`src/rtl/lmon_pkg.sv`:
```
package lmon_pkg;

    typedef enum logic [1:0] {
        SZ_NONE = 2'd0,
        SZ_BYTE = 2'd1,
        SZ_HALF = 2'd2,
        SZ_WORD = 2'd3
    } lmon_size_e;

    typedef enum logic [1:0] {
        OP_LOAD   = 2'd0,
        OP_STORE  = 2'd1,
        OP_XLOAD  = 2'd2,
        OP_XSTORE = 2'd3
    } lmon_op_e;

    typedef enum logic {
        ST_OPEN = 1'b0,
        ST_EXCL = 1'b1
    } lmon_state_e;

    typedef struct packed {
        logic       plain;
        logic       xload;
        logic       xstore;
        logic       size_bad;
        lmon_size_e size;
    } lmon_req_t;

    // Selector 1 has no legal meaning and maps to SZ_NONE.
    function automatic lmon_size_e sel_to_size(input logic [1:0] sel);
        lmon_size_e s;
        case (sel)
            2'd0:    s = SZ_WORD;
            2'd2:    s = SZ_BYTE;
            2'd3:    s = SZ_HALF;
            default: s = SZ_NONE;
        endcase
        return s;
    endfunction

endpackage

```
`src/rtl/lmon_req_decode.sv`:
```
module lmon_req_decode
    import lmon_pkg::*;
(
    input  logic       valid_i,
    input  logic [1:0] op_i,
    input  logic [1:0] szsel_i,
    output lmon_req_t  req_o
);
    lmon_op_e   op;
    lmon_size_e sz;

    always_comb begin
        op = lmon_op_e'(op_i);
        sz = sel_to_size(szsel_i);
        req_o.plain    = valid_i && (op == OP_LOAD || op == OP_STORE);
        req_o.xload    = valid_i && (op == OP_XLOAD);
        req_o.xstore   = valid_i && (op == OP_XSTORE);
        req_o.size     = sz;
        req_o.size_bad = valid_i && (op == OP_XLOAD || op == OP_XSTORE) && (sz == SZ_NONE);
    end
endmodule

```
`src/rtl/lmon_reserve_reg.sv`:
```
module lmon_reserve_reg
    import lmon_pkg::*;
#(
    parameter int ADDR_W = 32
) (
    input  logic              clk,
    input  logic              rst,
    input  logic              clear_i,
    input  logic              arm_i,
    input  logic              drop_i,
    input  logic [ADDR_W-1:0] arm_addr_i,
    input  lmon_size_e        arm_size_i,
    output lmon_state_e       state_o,
    output logic [ADDR_W-1:0] tag_addr_o,
    output lmon_size_e        tag_size_o
);
    always_ff @(posedge clk) begin
        if (rst || drop_i) begin
            state_o    <= ST_OPEN;
            tag_addr_o <= '0;
            tag_size_o <= SZ_NONE;
        end else if (arm_i) begin
            state_o    <= ST_EXCL;
            tag_addr_o <= arm_addr_i;
            tag_size_o <= arm_size_i;
        end
    end

    // a clear always leaves the reservation open.
    p_clear_opens_r8: assert property (@(posedge clk) disable iff (rst)
        clear_i |=> (state_o == ST_OPEN));

    // arming records the requested address and size.
    p_arm_records_r2: assert property (@(posedge clk) disable iff (rst)
        (arm_i && !drop_i) |=> (state_o == ST_EXCL && tag_addr_o == $past(arm_addr_i)
                                && tag_size_o == $past(arm_size_i)));

    // with no event the tag holds.
    p_tag_holds_r2: assert property (@(posedge clk) disable iff (rst)
        (!arm_i && !drop_i) |=> ($stable(tag_addr_o) && $stable(state_o)));
endmodule

```
`src/rtl/lmon_store_judge.sv`:
```
module lmon_store_judge
    import lmon_pkg::*;
#(
    parameter int ADDR_W = 32
) (
    input  lmon_req_t         req_i,
    input  logic              clear_i,
    input  lmon_state_e       state_i,
    input  logic [ADDR_W-1:0] tag_addr_i,
    input  lmon_size_e        tag_size_i,
    input  logic [ADDR_W-1:0] addr_i,
    output logic              local_ok_o
);
    logic addr_hit;
    logic size_hit;

    always_comb begin
        addr_hit   = (addr_i == tag_addr_i);
        size_hit   = (req_i.size == tag_size_i);
        local_ok_o = req_i.xstore && !clear_i && !req_i.size_bad
                     && (state_i == ST_EXCL) && addr_hit && size_hit;
    end

    // an illegal size can never produce a local pass.
    always_comb begin
        if (req_i.size_bad) begin
            a_bad_size_no_pass_r7: assert (!local_ok_o);
        end
    end
endmodule

```
`src/rtl/lmon_local_monitor.sv`:
```
module lmon_local_monitor
    import lmon_pkg::*;
#(
    parameter int ADDR_W = 32
) (
    input  logic              clk,
    input  logic              rst,
    input  logic              clear_i,
    input  logic              req_valid_i,
    input  logic [1:0]        req_op_i,
    input  logic [ADDR_W-1:0] req_addr_i,
    input  logic [1:0]        req_szsel_i,
    input  logic              glob_ok_i,
    output logic              local_ok_o,
    output logic              wr_commit_o,
    output logic              status_o,
    output logic              size_err_o,
    output logic              armed_o
);
    lmon_req_t         req;
    lmon_state_e       state;
    logic [ADDR_W-1:0] tag_addr;
    lmon_size_e        tag_size;
    logic              arm;
    logic              drop;

    lmon_req_decode u_decode (
        .valid_i (req_valid_i),
        .op_i    (req_op_i),
        .szsel_i (req_szsel_i),
        .req_o   (req)
    );

    always_comb begin
        arm  = req.xload && !req.size_bad && !clear_i;
        drop = clear_i
            || ((state == ST_EXCL) && (req.plain || req.xstore))
            || (req.xload && req.size_bad);
    end

    lmon_reserve_reg #(.ADDR_W(ADDR_W)) u_reserve (
        .clk        (clk),
        .rst        (rst),
        .clear_i    (clear_i),
        .arm_i      (arm),
        .drop_i     (drop),
        .arm_addr_i (req_addr_i),
        .arm_size_i (req.size),
        .state_o    (state),
        .tag_addr_o (tag_addr),
        .tag_size_o (tag_size)
    );

    lmon_store_judge #(.ADDR_W(ADDR_W)) u_judge (
        .req_i      (req),
        .clear_i    (clear_i),
        .state_i    (state),
        .tag_addr_i (tag_addr),
        .tag_size_i (tag_size),
        .addr_i     (req_addr_i),
        .local_ok_o (local_ok_o)
    );

    always_comb begin
        wr_commit_o = local_ok_o && glob_ok_i;
        status_o    = !wr_commit_o;
        size_err_o  = req.size_bad;
        armed_o     = (state == ST_EXCL);
    end

    // any plain access drops the reservation.
    p_plain_drops_r3: assert property (@(posedge clk) disable iff (rst)
        (req_valid_i && (req_op_i == 2'd0 || req_op_i == 2'd1)) |=> !armed_o);

    // an exclusive store always consumes the reservation.
    p_xstore_drops_r4: assert property (@(posedge clk) disable iff (rst)
        (req_valid_i && req_op_i == 2'd3) |=> !armed_o);

    // with no reservation an exclusive store cannot pass.
    p_open_store_fails_r5: assert property (@(posedge clk) disable iff (rst)
        (!armed_o && req_valid_i && req_op_i == 2'd3) |-> !local_ok_o);

    // a committed write leaves the monitor open.
    p_commit_drops_r6: assert property (@(posedge clk) disable iff (rst)
        wr_commit_o |=> !armed_o);

    // a size error blocks the write and leaves the monitor open.
    p_size_err_r7: assert property (@(posedge clk) disable iff (rst)
        size_err_o |-> (!wr_commit_o ##1 !armed_o));

    // a size error needs an exclusive request.
    p_err_needs_excl_r9: assert property (@(posedge clk) disable iff (rst)
        size_err_o |-> (req_valid_i && req_op_i[1]));
endmodule

```
`config.mk`:
```
export PLATFORM = sky130hd
export DESIGN_NAME = lmon_local_monitor
export DESIGN_NICKNAME = d
export VERILOG_FILES = /design/src/rtl/lmon_pkg.sv /design/src/rtl/lmon_req_decode.sv /design/src/rtl/lmon_reserve_reg.sv /design/src/rtl/lmon_store_judge.sv /design/src/rtl/lmon_local_monitor.sv
export SDC_FILE = /design/constraint.sdc
export NUM_CORES = 1
export LEC_CHECK = 0
export ABC_CLOCK_PERIOD_IN_PS = 2300
export BUFFER_PORTS_ARGS = -buffer_cell sky130_fd_sc_hd__buf_4
export CAP_MARGIN = 10
export CORE_UTILIZATION = 45
export CTS_CLUSTER_SIZE = 14
export DETAILED_ROUTE_END_ITERATION = 12
export PLACE_DENSITY = 0.73
export REMOVE_ABC_BUFFERS = 1
export SKIP_CTS_REPAIR_TIMING = 1
export SYNTH_ARGS = -nofsm -noshare
export SYNTH_HDL_FRONTEND = slang
export SYNTH_SLANG_ARGS = --single-unit
```
`constraint.sdc`:
```
create_clock -name clk -period 2.3 [get_ports clk]
set_input_delay 0.46 -clock clk [delete_from_list [all_inputs] [get_ports clk]]
set_output_delay 0.46 -clock clk [all_outputs]
set_load 0.005 [all_outputs]
```
==> flow_summary.ini <==
[status]
status = finished with violations
violations = negative setup slack

[route]
drt_first_pass_iters = 4
ant_nets = 0
drt-total-wl_um = 3800
wire_per_inst_um = 12.0
drc = 0
drtIter0Drc = 63
vias = 1565
vias_per_cell = 4.92

[setup_path]
crit_start = u_reserve.tag_addr_o[13]$_SDFFE_PP0P_
timing_worst_setup_path_type = reg2out
cp_cell_sequence = xor2_1 > nor4_2 > nand3_1 > or4_4 > buf_6
critPathSlowestCell = or4_4
worstSetupEndpoint = status_o
crit_family = simple AND/OR/NAND/NOR gates
r2r-start = u_reserve.state_o$_SDFFE_PP0P_
r2r_cells = 4
crit_buf_inv = 1
crit_fanout = 2
cp.depth = 5
end_kind = output port
arrival_ns = 1.96
cp.required_ns = 1.84
crit_path_max_incr_delay_ns = 0.57
r2r_end = u_reserve.tag_addr_o[29]$_SDFFE_PP0P_
ff2ff_setup_slack_ns = 0.81
start_kind = flop

[clock_network]
cts-root-buf = clkbuf_8
clock_latency_ns = 0.28
clk_path_buf_depth = 2
cts.clk_slew.worst_paths_ns = 0.07
tritoncts = built
htreeDepth = 2
cts_buffers = 5
clock_sinks = 35

[sta]
hold_viol_final = 0
rsz0062_at_grt = true
fmax_mhz = 412
relSlewSlack = 0.685
setup-violations-final = 2
setup_slack_ns = -0.125
timing.hold.ws_ns = 0.434
fin_skew_ns = 0.00136
period_needed_ns = 2.42
finalCritPeriodShare = 1.05
fin_tns_setup_ns = -0.128
slew_violations = 0
tightest_slew_ns = 0.470

[place]
place_inst = 311
gp_congestion = 0.838
place_worst_setup_slack_ns = -0.351
portBuffers = 45
place_area_mm2 = 0.00229
dp_hpwl_um = 2680

[cells_and_area]
fin_util = 0.657
num_antenna_cells = 0
drive_above_1_share = 0.437
fillCellCount = 339
final_cell_area_mm2 = 0.00248
area_growth_pct = 35.4
instances_no_fill = 318
fin_nets = 314

[synthesis]
synthFlopType = dfxtp_1
synth-edff-count = 0
synth.top_cell.area_share = 0.383
synthesis.area_mm2 = 0.00183
syn_area_per_cell_um2 = 8.59
synth_area_leaders = dfxtp_1 (38%), xor2_1 (15%), a21oi_2 (14%)
ys_seq_area_frac = 0.383
yosysMostFrequentCell = nand2_1
ys_top_cells_by_count = nand2_1 (67), dfxtp_1 (35), xor2_1 (32)
yosys_warnings = 0
yosysUniqueCellTypes = 24
synthArstFlopShare = 0
yosysTopAreaCell = dfxtp_1
ys_seq_elements = 35
syn_inst = 213

[power_and_ir_drop]
pwr-share-seq = 0.499
max-vdd-ir-drop_mv = 0.375
combPwrFrac = 0.139
power_density_mw_per_mm2 = 496
power_frac_clock = 0.362
p_sw_mw = 0.296
p_leak_nw = 0.973
internal_power_mw = 0.933
swShare = 0.241
power_mw = 1.23

[global_route]
grt_max_degree = 37
antenna_found_initial = 0
grt_pass1_vias = 1499
globalRouteTotalUtil = 0.191
globalRouteOverflowTotal = 0
grt_pass1_wl_um = 6240

[job]
drv_cap = 0

[floorplan]
start_util = 0.485
dieHeight_um = 65.8
dieArea_mm2 = 0.00433
die_w_um = 65.8
io_pins = 46
core_area_mm2 = 0.00377
rows = 22

[worst_hold_path]
hold_start = req_addr_i[0]
hp-class = in2reg
## registers in the layout, indices dropped and copies added (netlist names)
register / count
u_reserve.state_o: 1
u_reserve.tag_addr_o: 32
u_reserve.tag_size_o: 2
## worst register-to-register path, cell delays in order, from the launching register on
cell     delay [ns]
dfxtp_1        0.34
mux2_1         0.29
a211o_2        0.39
buf_4          0.25
a21oi_1        0.16
## routing by layer
layer | vias to the layer above | part of all wire | global-route usage | wire (µm)
met2 | 32 | 0.47 | 0.306 | 1800
li1 | 814 | - | - | -
met3 | 8 | 0.037 | 0.0500 | 142
met1 | 711 | 0.47 | 0.239 | 1780
met4 | 0 | 0.021 | 0.0815 | 80
met5 | - | 0 | 0 | 0
## cell families (layout without fill, tap and decap cells)
kind of cell,count (synthesis),in the layout,synth area share
xor+xnor,34,34,0.163
buf+inv,13,70,0.0431
fa+ha+maj,3,3,0.0205
simple gates,93,93,0.229
mux,1,1,0.00615
compound gates,34,34,0.156
flops,35,35,0.383
## cells in the final DEF (no fill, tap or decap), types with 3 or more instances in the layout
master and count:
xor2_1 32, nor4_1 3, a21oi_1 3, dfxtp_1 30
nor4_4 3, buf_4 58, a21oi_2 29, nand2_1 67
dfxtp_2 5, nor2_1 4, nor4_2 5, clkbuf_8 6
## how the worst min path moves through the flow
stage	to	slack, ns	cells past startpoint
floorplan	u_reserve.tag_addr_o[0]$_SDFFE_PP0P_	0.45	2
global placement	u_reserve.tag_addr_o[0]$_SDFFE_PP0P_	0.46	2
detailed placement	u_reserve.tag_addr_o[0]$_SDFFE_PP0P_	0.46	2
CTS	u_reserve.tag_addr_o[22]$_SDFFE_PP0P_	0.43	3
global route	u_reserve.tag_addr_o[21]$_SDFFE_PP0P_	0.43	3
finish	u_reserve.tag_addr_o[0]$_SDFFE_PP0P_	0.43	3
## area by class of cell
cell class                 instances  area, µm²  area share
multi-input combinational        165       1140       0.459
sequential                        35        707       0.285
timing repair buffer              61        478       0.193
clock buffer                       6       82.6      0.0333
tap                               48       60.1      0.0242
inverter                           2       7.51     0.00303
clock inverter                     1       5.00     0.00202
## power by group through the flow
stage          clock (mW)  sequential [mW]  combinational, mW
2_1_floorplan           0            0.626             0.0631
3_3_place_gp            0            0.627              0.160
3_5_place_dp            0            0.627              0.161
4_1_cts             0.457            0.613              0.162
5_1_grt             0.490            0.613              0.186
6_report            0.445            0.613              0.171
No activity file was read; power rests on OpenSTA's default activity.
